### config.mk
export PLATFORM = sky130hd
export DESIGN_NAME = cfgbank_i2c_regs
export DESIGN_NICKNAME = d
export VERILOG_FILES = /design/src/rtl/cfgbank_pkg.sv /design/src/rtl/cfgbank_sync.sv /design/src/rtl/cfgbank_bus.sv /design/src/rtl/cfgbank_regs.sv /design/src/rtl/cfgbank_i2c_regs.sv
export SDC_FILE = /design/constraint.sdc
export NUM_CORES = 1
export LEC_CHECK = 0
export BUFFER_PORTS_ARGS = -buffer_cell sky130_fd_sc_hd__buf_2
export CORE_MARGIN = 4
export CORE_UTILIZATION = 35
export CTS_CLUSTER_DIAMETER = 40
export DETAILED_ROUTE_END_ITERATION = 10
export MAX_ROUTING_LAYER = met4
export PLACE_DENSITY = 0.58
export REMOVE_ABC_BUFFERS = 1
export SYNTH_ARGS = -nofsm -noshare
export SYNTH_HDL_FRONTEND = slang
export SYNTH_SLANG_ARGS = --single-unit
### constraint.sdc
create_clock -name clk -period 4.3 [get_ports clk]
set_input_delay 0.215 -clock clk [delete_from_list [all_inputs] [get_ports clk]]
set_output_delay 0.215 -clock clk [all_outputs]
set_load 0.1 [all_outputs]
### src/rtl/cfgbank_pkg.sv
package cfgbank_pkg;

  localparam int REG_W = 8;
  localparam int SADDR_W = 7;

  localparam logic [REG_W-1:0] A_IDENT   = 8'h00;
  localparam logic [REG_W-1:0] A_SOFTRST = 8'h01;
  localparam logic [REG_W-1:0] A_CLKCFG  = 8'h03;
  localparam logic [REG_W-1:0] A_STATUS  = 8'h0C;
  localparam logic [REG_W-1:0] A_GPOUT   = 8'h13;

  localparam logic [REG_W-1:0] IDENT_DEF  = 8'hB0;
  localparam logic [1:0]       CLKCFG_DEF = 2'b11;
  localparam logic [REG_W-1:0] GPOUT_DEF  = 8'h00;

  typedef enum logic [3:0] {
    BS_IDLE, BS_ADDR, BS_AACK, BS_PTR, BS_PACK,
    BS_WDAT, BS_WACK, BS_RDAT, BS_RACK
  } bus_st_e;

  function automatic logic [SADDR_W-1:0] strap_to_addr(input logic [2:0] code);
    case (code)
      3'd1:    return 7'h59;
      3'd2:    return 7'h5A;
      3'd3:    return 7'h5B;
      3'd4:    return 7'h5C;
      3'd5:    return 7'h5E;
      default: return 7'h58;
    endcase
  endfunction

endpackage

### src/rtl/cfgbank_sync.sv
module cfgbank_sync #(
  parameter int   STAGES  = 2,
  parameter logic RST_VAL = 1'b1
) (
  input  logic clk,
  input  logic rst_n,
  input  logic din,
  output logic level,
  output logic rise,
  output logic fall
);
  logic [STAGES:0] sh_q;

  always_ff @(posedge clk or negedge rst_n) begin
    if (!rst_n) sh_q <= {(STAGES+1){RST_VAL}};
    else        sh_q <= {sh_q[STAGES-1:0], din};
  end

  assign level = sh_q[STAGES-1];
  assign rise  = sh_q[STAGES-1] & ~sh_q[STAGES];
  assign fall  = ~sh_q[STAGES-1] & sh_q[STAGES];
endmodule

### src/rtl/cfgbank_bus.sv
module cfgbank_bus
  import cfgbank_pkg::*;
(
  input  logic               clk,
  input  logic               rst_n,
  input  logic               pwr_down,
  input  logic               scl_lvl,
  input  logic               scl_rise,
  input  logic               scl_fall,
  input  logic               sda_lvl,
  input  logic               sda_rise,
  input  logic               sda_fall,
  input  logic [SADDR_W-1:0] dev_addr,
  input  logic [REG_W-1:0]   rd_data,
  output logic [REG_W-1:0]   ptr,
  output logic               wr_en,
  output logic [REG_W-1:0]   wr_addr,
  output logic [REG_W-1:0]   wr_data,
  output logic               sda_drive
);
  bus_st_e          st_q, st_d;
  logic [3:0]       cnt_q, cnt_d;
  logic [REG_W-1:0] sh_q, sh_d, tx_q, tx_d, ptr_q, ptr_d, wa_q, wa_d, wd_q, wd_d;
  logic             rw_q, rw_d, drv_q, drv_d, wr_q, wr_d, mack_q, mack_d;
  logic             start_det, stop_det;

  assign start_det = sda_fall & scl_lvl;
  assign stop_det  = sda_rise & scl_lvl;

  always_comb begin
    st_d = st_q; cnt_d = cnt_q; sh_d = sh_q; tx_d = tx_q; ptr_d = ptr_q;
    wa_d = wa_q; wd_d = wd_q; rw_d = rw_q; drv_d = drv_q; mack_d = mack_q;
    wr_d = 1'b0;
    if (pwr_down || stop_det) begin
      st_d = BS_IDLE; drv_d = 1'b0;
    end else if (start_det) begin
      st_d = BS_ADDR; cnt_d = '0; drv_d = 1'b0;
    end else begin
      if (scl_rise && (st_q == BS_ADDR || st_q == BS_PTR || st_q == BS_WDAT)) begin
        sh_d  = {sh_q[REG_W-2:0], sda_lvl};
        cnt_d = cnt_q + 4'd1;
      end
      if (scl_rise && st_q == BS_RACK) mack_d = ~sda_lvl;
      if (scl_fall) begin
        case (st_q)
          BS_ADDR: if (cnt_q == 4'd8) begin
            if (sh_q[REG_W-1:1] == dev_addr) begin
              st_d = BS_AACK; drv_d = 1'b1; rw_d = sh_q[0];
            end else begin
              st_d = BS_IDLE;
            end
          end
          BS_AACK: begin
            cnt_d = '0;
            if (rw_q) begin
              st_d = BS_RDAT; tx_d = rd_data; drv_d = ~rd_data[REG_W-1];
            end else begin
              st_d = BS_PTR; drv_d = 1'b0;
            end
          end
          BS_PTR: if (cnt_q == 4'd8) begin
            ptr_d = sh_q; st_d = BS_PACK; drv_d = 1'b1;
          end
          BS_PACK, BS_WACK: begin
            st_d = BS_WDAT; drv_d = 1'b0; cnt_d = '0;
          end
          BS_WDAT: if (cnt_q == 4'd8) begin
            wr_d = 1'b1; wa_d = ptr_q; wd_d = sh_q;
            ptr_d = ptr_q + 8'd1; st_d = BS_WACK; drv_d = 1'b1;
          end
          BS_RDAT: begin
            if (cnt_q == 4'd7) begin
              drv_d = 1'b0; ptr_d = ptr_q + 8'd1; st_d = BS_RACK;
            end else begin
              tx_d  = {tx_q[REG_W-2:0], 1'b0};
              drv_d = ~tx_q[REG_W-2];
              cnt_d = cnt_q + 4'd1;
            end
          end
          BS_RACK: begin
            if (mack_q) begin
              st_d = BS_RDAT; tx_d = rd_data; drv_d = ~rd_data[REG_W-1]; cnt_d = '0;
            end else begin
              st_d = BS_IDLE;
            end
          end
          default: ;
        endcase
      end
    end
  end

  always_ff @(posedge clk or negedge rst_n) begin
    if (!rst_n) begin
      st_q <= BS_IDLE; cnt_q <= '0; sh_q <= '0; tx_q <= '0; ptr_q <= '0;
      wa_q <= '0; wd_q <= '0; rw_q <= 1'b0; drv_q <= 1'b0; wr_q <= 1'b0; mack_q <= 1'b0;
    end else begin
      st_q <= st_d; cnt_q <= cnt_d; sh_q <= sh_d; tx_q <= tx_d; ptr_q <= ptr_d;
      wa_q <= wa_d; wd_q <= wd_d; rw_q <= rw_d; drv_q <= drv_d; wr_q <= wr_d; mack_q <= mack_d;
    end
  end

  assign ptr       = ptr_q;
  assign wr_en     = wr_q;
  assign wr_addr   = wa_q;
  assign wr_data   = wd_q;
  assign sda_drive = drv_q;
endmodule

### src/rtl/cfgbank_regs.sv
module cfgbank_regs
  import cfgbank_pkg::*;
(
  input  logic               clk,
  input  logic               rst_n,
  input  logic               pwr_down,
  input  logic               wr_en,
  input  logic [REG_W-1:0]   wr_addr,
  input  logic [REG_W-1:0]   wr_data,
  input  logic [REG_W-1:0]   rd_addr,
  input  logic               pclk_valid,
  input  logic [2:0]         strap_code,
  output logic [REG_W-1:0]   rd_data,
  output logic [SADDR_W-1:0] dev_addr,
  output logic               edge_rise,
  output logic               osc_fallback,
  output logic [REG_W-1:0]   gpo,
  output logic               logic_rst
);
  logic [REG_W-1:0] id_q, id_d, gpo_q, gpo_d;
  logic [1:0]       clk_q, clk_d, sc_q, sc_d;

  always_comb begin
    id_d = id_q; clk_d = clk_q; gpo_d = gpo_q; sc_d = 2'b00;
    if (pwr_down) begin
      id_d = IDENT_DEF; clk_d = CLKCFG_DEF; gpo_d = GPOUT_DEF;
    end else begin
      if (wr_en) begin
        case (wr_addr)
          A_IDENT:   id_d  = wr_data;
          A_SOFTRST: sc_d  = wr_data[1:0];
          A_CLKCFG:  clk_d = wr_data[1:0];
          A_GPOUT:   gpo_d = wr_data;
          default: ;
        endcase
      end
      if (sc_q[1]) begin
        clk_d = CLKCFG_DEF; gpo_d = GPOUT_DEF;
      end
    end
  end

  always_ff @(posedge clk or negedge rst_n) begin
    if (!rst_n) begin
      id_q <= IDENT_DEF; clk_q <= CLKCFG_DEF; gpo_q <= GPOUT_DEF; sc_q <= 2'b00;
    end else begin
      id_q <= id_d; clk_q <= clk_d; gpo_q <= gpo_d; sc_q <= sc_d;
    end
  end

  always_comb begin
    case (rd_addr)
      A_IDENT:  rd_data = id_q;
      A_CLKCFG: rd_data = {6'b0, clk_q};
      A_STATUS: rd_data = {5'b0, pclk_valid, 2'b0};
      A_GPOUT:  rd_data = gpo_q;
      default:  rd_data = '0;
    endcase
  end

  assign dev_addr     = id_q[0] ? id_q[REG_W-1:1] : strap_to_addr(strap_code);
  assign edge_rise    = clk_q[0];
  assign osc_fallback = clk_q[1];
  assign gpo          = gpo_q;
  assign logic_rst    = sc_q[0];
endmodule

### src/rtl/cfgbank_i2c_regs.sv
module cfgbank_i2c_regs
  import cfgbank_pkg::*;
#(
  parameter int SYNC_STAGES = 2
) (
  input  logic               clk,
  input  logic               rst_n,
  input  logic               scl_i,
  input  logic               sda_i,
  output logic               sda_o,
  output logic               sda_oe,
  input  logic [2:0]         strap_code,
  input  logic               pwr_down,
  input  logic               pclk_valid_i,
  output logic [SADDR_W-1:0] dev_addr_o,
  output logic               edge_rise_o,
  output logic               osc_fallback_o,
  output logic [REG_W-1:0]   gpo_o,
  output logic               logic_rst_o
);
  logic [1:0]         rst_pipe_q;
  logic               rst_s;
  logic               scl_lvl, scl_rise, scl_fall, sda_lvl, sda_rise, sda_fall;
  logic [REG_W-1:0]   ptr, wr_addr, wr_data, rd_data;
  logic               wr_en, sda_drive;

  always_ff @(posedge clk or negedge rst_n) begin
    if (!rst_n) rst_pipe_q <= 2'b00;
    else        rst_pipe_q <= {rst_pipe_q[0], 1'b1};
  end
  assign rst_s = rst_pipe_q[1];

  cfgbank_sync #(.STAGES(SYNC_STAGES), .RST_VAL(1'b1)) u_scl_sync (
    .clk(clk), .rst_n(rst_s), .din(scl_i),
    .level(scl_lvl), .rise(scl_rise), .fall(scl_fall));

  cfgbank_sync #(.STAGES(SYNC_STAGES), .RST_VAL(1'b1)) u_sda_sync (
    .clk(clk), .rst_n(rst_s), .din(sda_i),
    .level(sda_lvl), .rise(sda_rise), .fall(sda_fall));

  cfgbank_bus u_bus (
    .clk(clk), .rst_n(rst_s), .pwr_down(pwr_down),
    .scl_lvl(scl_lvl), .scl_rise(scl_rise), .scl_fall(scl_fall),
    .sda_lvl(sda_lvl), .sda_rise(sda_rise), .sda_fall(sda_fall),
    .dev_addr(dev_addr_o), .rd_data(rd_data), .ptr(ptr),
    .wr_en(wr_en), .wr_addr(wr_addr), .wr_data(wr_data), .sda_drive(sda_drive));

  cfgbank_regs u_regs (
    .clk(clk), .rst_n(rst_s), .pwr_down(pwr_down),
    .wr_en(wr_en), .wr_addr(wr_addr), .wr_data(wr_data), .rd_addr(ptr),
    .pclk_valid(pclk_valid_i), .strap_code(strap_code), .rd_data(rd_data),
    .dev_addr(dev_addr_o), .edge_rise(edge_rise_o), .osc_fallback(osc_fallback_o),
    .gpo(gpo_o), .logic_rst(logic_rst_o));

  assign sda_o  = 1'b0;
  assign sda_oe = sda_drive;
endmodule

==> impl_metrics.json, run 1 <==
{
  "grt_setup_unrepaired": "no",
  "yosys.area.top_type_share_pct": 40.32,
  "vias": 3263,
  "drive_gt1_share_pct": 19.15,
  "drv_slew": 0,
  "p_leak_uw": 0.002235,
  "cts_buffers": 9,
  "period_needed_ns": 2.341,
  "max_clock_freq_ghz": 0.4272,
  "crit_slowest_cell": "dfrtp_1",
  "viasPerCell": 5.512,
  "skew_ns": 0.006704,
  "num_rows": 39,
  "drc": 0,
  "avgSynthCellArea_um2": 9.930,
  "cts_buffer_depth": 2,
  "grt.total_usage_pct": 15.54,
  "cts_max_level": 3,
  "cts_root_buffer": "clkbuf_16",
  "dr.pass1.iters": 4,
  "num_io_pins": 29,
  "start_kind": "flop",
  "antenna_found_initial": 0,
  "netlist_area_mm2": 0.004220,
  "async_flop_share_pct": 100.0,
  "criticalPathCategory": "flop to flop",
  "setup-tns-final_ns": 0,
  "synth_cells": 425,
  "grt_first_pass_wirelength_mm": 17.05,
  "dieHeight_um": 117.8,
  "grt_overflow": 0,
  "drt_wl_total_mm": 9.970,
  "io_buffer_count": 27,
  "ys_warn_count": 0,
  "cap_violations": 0,
  "register_area_mm2": 0.001994,
  "cts.sinks": 79,
  "insertedDiodeCount": 0,
  "die-area_mm2": 0.01388,
  "max-vdd-ir-drop_v": 0.0001781,
  "grt_max_degree": 78,
  "synthTopCellsByArea": "dfrtp_1 (40%), dfstp_2 (6.8%), nor2_1 (4.1%)",
  "setup_viol": 0,
  "fp.dieW_um": 117.8,
  "outcome": "completed",
  "start_util_pct": 36.34,
  "worstPathRequired_ns": 4.50,
  "endpoint_kind": "flop",
  "cts_tree": "done",
  "area_growth_pct": 13.49,
  "crit_chain": "and4b_1 > nand2_1 > nand4_1 > nor3_1 > a21oi_1 > o21ai_0",
  "critPathMaxStageDelay_ns": 0.62,
  "power_density_mw_per_mm2": 357.2,
  "fin_crit_sh_pct": 54.43,
  "arrival_ns": 2.54,
  "yosys_most_used_dff": "dfrtp_1",
  "multi_input_area_mm2": 0.002041,
  "tightest_slew_ns": 1.001,
  "ys_ff_latch": 79,
  "fill_cells": 1135,
  "hpwlAfterDp_mm": 7.009,
  "synth_edf_count": 0,
  "crit_fanout": 17,
  "hold_path_class": "primary input to async pin",
  "core_mm2": 0.01161,
  "antenna_left": 0,
  "total_power_uw": 1711,
  "yosysTopAreaCell": "dfrtp_1",
  "insertion_delay_ns": 0.34,
  "wl_per_cell_um": 16.84,
  "clkTransAtPathRegs_ns": 0.06,
  "place.gp.congestion": 0.8808,
  "grt_pass1_vias": 3229,
  "fin_nets": 459,
  "hold_violations": 0,
  "slew_headroom_pct": 33.24,
  "seq_area_frac_synth_pct": 47.17,
  "drtIter0Drc": 229,
  "synthDistinctLibCells": 68
}
==> sequential cells by signal, summed over array words and instances, names as in the netlist, 2 cells and up <==
register / flops
u_bus.ptr: 8
u_bus.wr_addr: 8
u_sda_sync.sh_q: 3
rst_pipe_q: 2
u_regs.sc_q: 2
u_regs.clk_q: 2
u_bus.st_q: 4
u_regs.gpo: 8
u_bus.cnt_q: 4
u_regs.id_q: 8
u_scl_sync.sh_q: 3
u_bus.sh_q: 8
u_bus.tx_q: 7
u_bus.wr_data: 8
==> cell usage after synthesis, types with 5 or more instances <==
library cell / count
mux2i_1: 17
mux2_2: 15
buf_2: 10
ha_1: 6
a22o_1: 5
and3_1: 5
dfrtp_1: 68
a21oi_1: 25
o21ai_0: 27
nor3_1: 6
nor3b_1: 6
clkbuf_1: 10
nand3_1: 11
dfstp_2: 11
inv_1: 19
a31oi_1: 9
a22oi_1: 8
nand2_1: 27
nor2_1: 46
and2_1: 7
nor2b_1: 8
==> cell type report <==
type,count,share of cell area [%]
clock buffer,11,5.068
clock inverter,5,1.698
inverter,19,1.489
multi-input combinational,303,42.61
sequential,79,41.64
tap,143,3.736
timing repair buffer,32,3.762
==> worst max-delay path: cells and delay by family (launching register included) <==
kind               cells  cell delay [ns]
AOI/OAI and AO/OA      2             0.22
DFF                    1             0.62
and+or+nand+nor        4             1.35
==> power by group <==
part / total (uW) / internal [uW] / switching (uW)
sequential: 792 / 761 / 30.9
combinational: 89.3 / 30.4 / 58.9
clock: 830 / 524 / 305
==> logic make-up after synthesis <==
kind of cell | Yosys count | share of synthesized area, %
flip-flops | 79 | 47.17
XOR/XNOR | 5 | 1.038
multiplexers | 37 | 9.724
other | 2 | 0.1779
AND/OR/NAND/NOR | 144 | 18.56
AO/OA/AOI/OAI | 108 | 16.84
adder cells (fa/ha/maj) | 7 | 2.016
buffers and inverters | 43 | 4.477
==> layer usage <==
layer | part of all wire [%] | vias to the layer above | track usage [%] | routed length [um]
li1 | - | 1562 | - | -
met1 | 48 | 1633 | 20.58 | 4747
met2 | 47 | 49 | 23.43 | 4665
met3 | 3.2 | 19 | 2.883 | 318
met4 | 2.4 | 0 | 6.593 | 238
met5 | 0 | - | - | 0
==> placed cells by master, fill, tap and decap left out, types with 11 or more instances in the layout <==
master / n
nor2_1: 46
dfrtp_1: 67
o21ai_0: 27
nand3_1: 11
buf_2: 27
dfstp_2: 11
a21oi_1: 25
mux2i_1: 17
inv_1: 19
nand2_1: 27
mux2_2: 15
==> what timing repair did <==
item	in CTS	in global routing
hold buffers	3	0
setup buffers	0	0
gates resized for setup	0	0
hold endpoints to repair	4	0
==> stage by stage <==
| step | hold slack, ns | utilization (%) | setup WS [ns] | instances | area, um^2 |
|---|---|---|---|---|---|
| floorplan | -0.08059 | - | 0.2939 | 401 | 4103 |
| global placement | 0.00001463 | 38.19 | 2.047 | 573 | 4436 |
| detailed placement | 0.002015 | 38.19 | 1.958 | 573 | 4436 |
| CTS | 0.1736 | 41.24 | 1.977 | 592 | 4790 |
| global route | 0.1839 | 41.24 | 1.617 | 592 | 4790 |
| finish | 0.1835 | 41.24 | 1.959 | 592 | 4790 |
==> final timing paths <==
kind	start	endpoint	slack [ns]	depth (start not counted)
max in group asynchronous	rst_pipe_q[1]	u_bus.wr_addr[3]	3.15	0
setup reg to reg	u_bus.st_q[2]	u_bus.ptr[0]	1.96	6
hold reg to reg	rst_pipe_q[0]	rst_pipe_q[1]	0.35	0
hold / removal	rst_n	rst_pipe_q[1]	0.18	2
setup / recovery	u_bus.st_q[2]	u_bus.ptr[0]	1.96	6
min in group clk	pwr_down	u_regs.id_q[0]	0.28	2
No activity file was read; power rests on OpenSTA's default activity.
==> run 2, diff against run 1 <==
--- a/config.mk
+++ b/config.mk
@@ -5,6 +5,7 @@
 export SDC_FILE = /design/constraint.sdc
 export NUM_CORES = 1
 export LEC_CHECK = 0
+export ABC_AREA = 1
 export BUFFER_PORTS_ARGS = -buffer_cell sky130_fd_sc_hd__buf_2
 export CORE_MARGIN = 4
 export CORE_UTILIZATION = 35
==> constraint.sdc (replaced) <==
create_clock -name clk -period 2.38 [get_ports clk]
set_input_delay 0.119 -clock clk [delete_from_list [all_inputs] [get_ports clk]]
set_output_delay 0.119 -clock clk [all_outputs]
set_load 0.1 [all_outputs]
==> impl_metrics.json, run 2 <==
{
  "outcome": "completed",
  "worstPathRequired_ns": 2.64,
  "final_common_cell": "nand2_1",
  "postCtsSetupBuffers": 0,
  "skew_ns": 0.009230,
  "max_clock_freq_ghz": 0.4972,
  "fp.dieW_um": 117.6,
  "critPathMaxStageDelay_ns": 0.37,
  "fin_crit_sh_pct": 84.51,
  "netlist_area_mm2": 0.004202,
  "synth_edf_count": 0,
  "place_inst": 700,
  "hpwlAfterDp_mm": 8.183,
  "start_util_pct": 36.33,
  "cap_violations": 0,
  "synthTopCellsByArea": "dfrtp_1 (41%), nand2_1 (12%), dfstp_2 (6.9%)",
  "cts_buffers": 9,
  "cp_common_cell": "nand2_2",
  "yosysTopAreaCell": "dfrtp_1",
  "cts.sinks": 79,
  "cts_tree": "done",
  "hold_path_class": "primary input to async pin",
  "crit_slowest_cell": "dfstp_2",
  "antenna_found_initial": 0,
  "combPwrFrac_pct": 9.0,
  "final_cell_mix": "nand2_1 (131), inv_1 (76), dfrtp_1 (67)",
  "total_power_uw": 3230,
  "viasPerCell": 5.120,
  "core_mm2": 0.01156,
  "crit_fanout": 13,
  "yosys_most_used_dff": "dfrtp_1",
  "async_flop_share_pct": 100.0,
  "fin_nets": 586,
  "drc": 0,
  "insertion_delay_ns": 0.35,
  "die-area_mm2": 0.01382,
  "power_density_mw_per_mm2": 664.9,
  "drv_slew": 0,
  "ys_warn_count": 0,
  "drtIter0Drc": 305,
  "period_needed_ns": 2.011,
  "num_io_pins": 29,
  "synth.top_cells.by_count": "nand2_1 (131), inv_1 (76), dfrtp_1 (68)",
  "dr.pass1.iters": 5,
  "grt_pass1_vias": 3640,
  "fin_util_pct": 42.01,
  "io_buffer_count": 27,
  "synthDistinctLibCells": 40,
  "dieHeight_um": 117.6,
  "post-place-ws_ns": 0.3743,
  "arrival_ns": 2.28,
  "yosysMostFrequentCell": "nand2_1",
  "drt_wl_total_mm": 10.75,
  "p_sw_uw": 820.0,
  "cts_max_level": 3,
  "clockPowerShare_pct": 45.4,
  "endpoint_kind": "flop",
  "sequentialPowerShare_pct": 45.5,
  "drive_gt1_share_pct": 18.40,
  "grt.total_usage_pct": 17.07,
  "seq_area_frac_synth_pct": 47.38,
  "cts_buffer_depth": 2,
  "cts_root_buffer": "clkbuf_16",
  "insertedDiodeCount": 0,
  "avgSynthCellArea_um2": 7.912,
  "wl_per_cell_um": 14.94,
  "grt_setup_unrepaired": "no",
  "criticalPathCategory": "flop to flop",
  "clkTransAtPathRegs_ns": 0.06,
  "area_growth_pct": 15.63,
  "finalNonFillerCells": 719,
  "max-vdd-ir-drop_v": 0.0005221,
  "p_leak_uw": 0.002414,
  "hold_violations": 0,
  "crit_chain": "inv_1 > nor2_1 > a21oi_2 > nand2_2 > nor2_2 > nand2_2 > nor2_4 > o21ai_0 > o21ai_1",
  "yosys.area.top_type_share_pct": 40.50,
  "vias": 3681,
  "grt_first_pass_wirelength_mm": 18.41,
  "setup_ws_ns": 0.3686,
  "p_sw_share_pct": 25.39,
  "place.gp.congestion": 0.8656,
  "antenna_left": 0,
  "grt_max_degree": 37,
  "synth_cells": 531,
  "grt_overflow": 0,
  "start_kind": "flop",
  "internal-power_uw": 2410,
  "num_rows": 39,
  "setup-tns-final_ns": 0,
  "ys_ff_latch": 79,
  "setup_viol": 0
}
[run 2: cell count changes after synthesis, sizes merged, moves of 6 or more]
cell	delta
a31oi	-8
and2	-7
buf	-6
clkbuf	-10
inv	+64
mux2	-20
mux2i	-17
nand2	+115
nand3	+27
nor2b	-8
o21ai	+24
o22ai	+14
[run 2: cells by family after synthesis]
logic type | Yosys count | share of synthesized area (%)
fa+ha+maj | 6 | 1.787
buf+inv | 91 | 8.844
simple gates | 248 | 26.41
other cells | 2 | 0.1787
flops | 79 | 47.38
xor+xnor | 1 | 0.2085
compound gates | 104 | 15.19
[run 2: path summary, 6_finish.rpt]
| check | startpoint | endpoint | slack [ns] | depth (start not counted) |
|---|---|---|---|---|
| setup / recovery | u_sda_sync.sh_q[1] | u_bus.ptr[7] | 0.37 | 9 |
| hold / removal | rst_n | rst_pipe_q[1] | 0.09 | 2 |
| setup reg to reg | u_sda_sync.sh_q[1] | u_bus.ptr[7] | 0.37 | 9 |
| hold reg to reg | rst_pipe_q[1] | u_bus.st_q[2] | 0.30 | 0 |
| max in group asynchronous | rst_pipe_q[1] | u_scl_sync.sh_q[2] | 1.40 | 1 |
| min in group clk | pwr_down | u_bus.cnt_q[1] | 0.20 | 3 |
[run 2: routing by layer]
layer	share of wire (%)	vias to the layer above	track usage [%]
met1	47	1744	22.09
met2	45	103	25.69
met5	0	-	-
li1	-	1810	-
met4	3.2	0	7.033
met3	4.7	24	4.277
[run 2: timing repair]
item / 4_1_cts / 5_1_grt
hold buffers: 3 / 0
endpoints found under the hold margin: 4 / 0
gates resized for setup: 0 / 0
[run 2: power by group through the flow]
stage          registers [uW]  logic, uW  clock network [uW]
6_report                 1470        292                1470
5_1_grt                  1480        336                1570
4_1_cts                  1470        295                1510
3_5_place_dp             1490        291                   0
3_3_place_gp             1490        287                   0
2_1_floorplan            1490        207                   0
[run 2: area by class of cell]
type / count / area (um^2)
Fill cell: 1155 / 6706
Sequential cell: 79 / 1994
Multi-Input combinational cell: 361 / 1839
Inverter: 83 / 314.1
Clock buffer: 11 / 232.7
Timing Repair Buffer: 37 / 217.7
Tap cell: 143 / 178.9
Clock inverter: 5 / 81.33
[run 2: metrics by stage]
step	hold slack (ns)	cell area [um^2]
global route	0.09273	4858
CTS	0.07511	4858
detailed placement	-0.09165	4514
global placement	-0.09440	4514
finish	0.09070	4858
floorplan	-0.1766	4144
[run 2: worst max-delay path: cells and delay by family (launching register included)]
kind            cells  cell delay, ns
compound gates      3            0.56
buf+inv             1            0.13
flops               1            0.37
simple gates        5            0.85
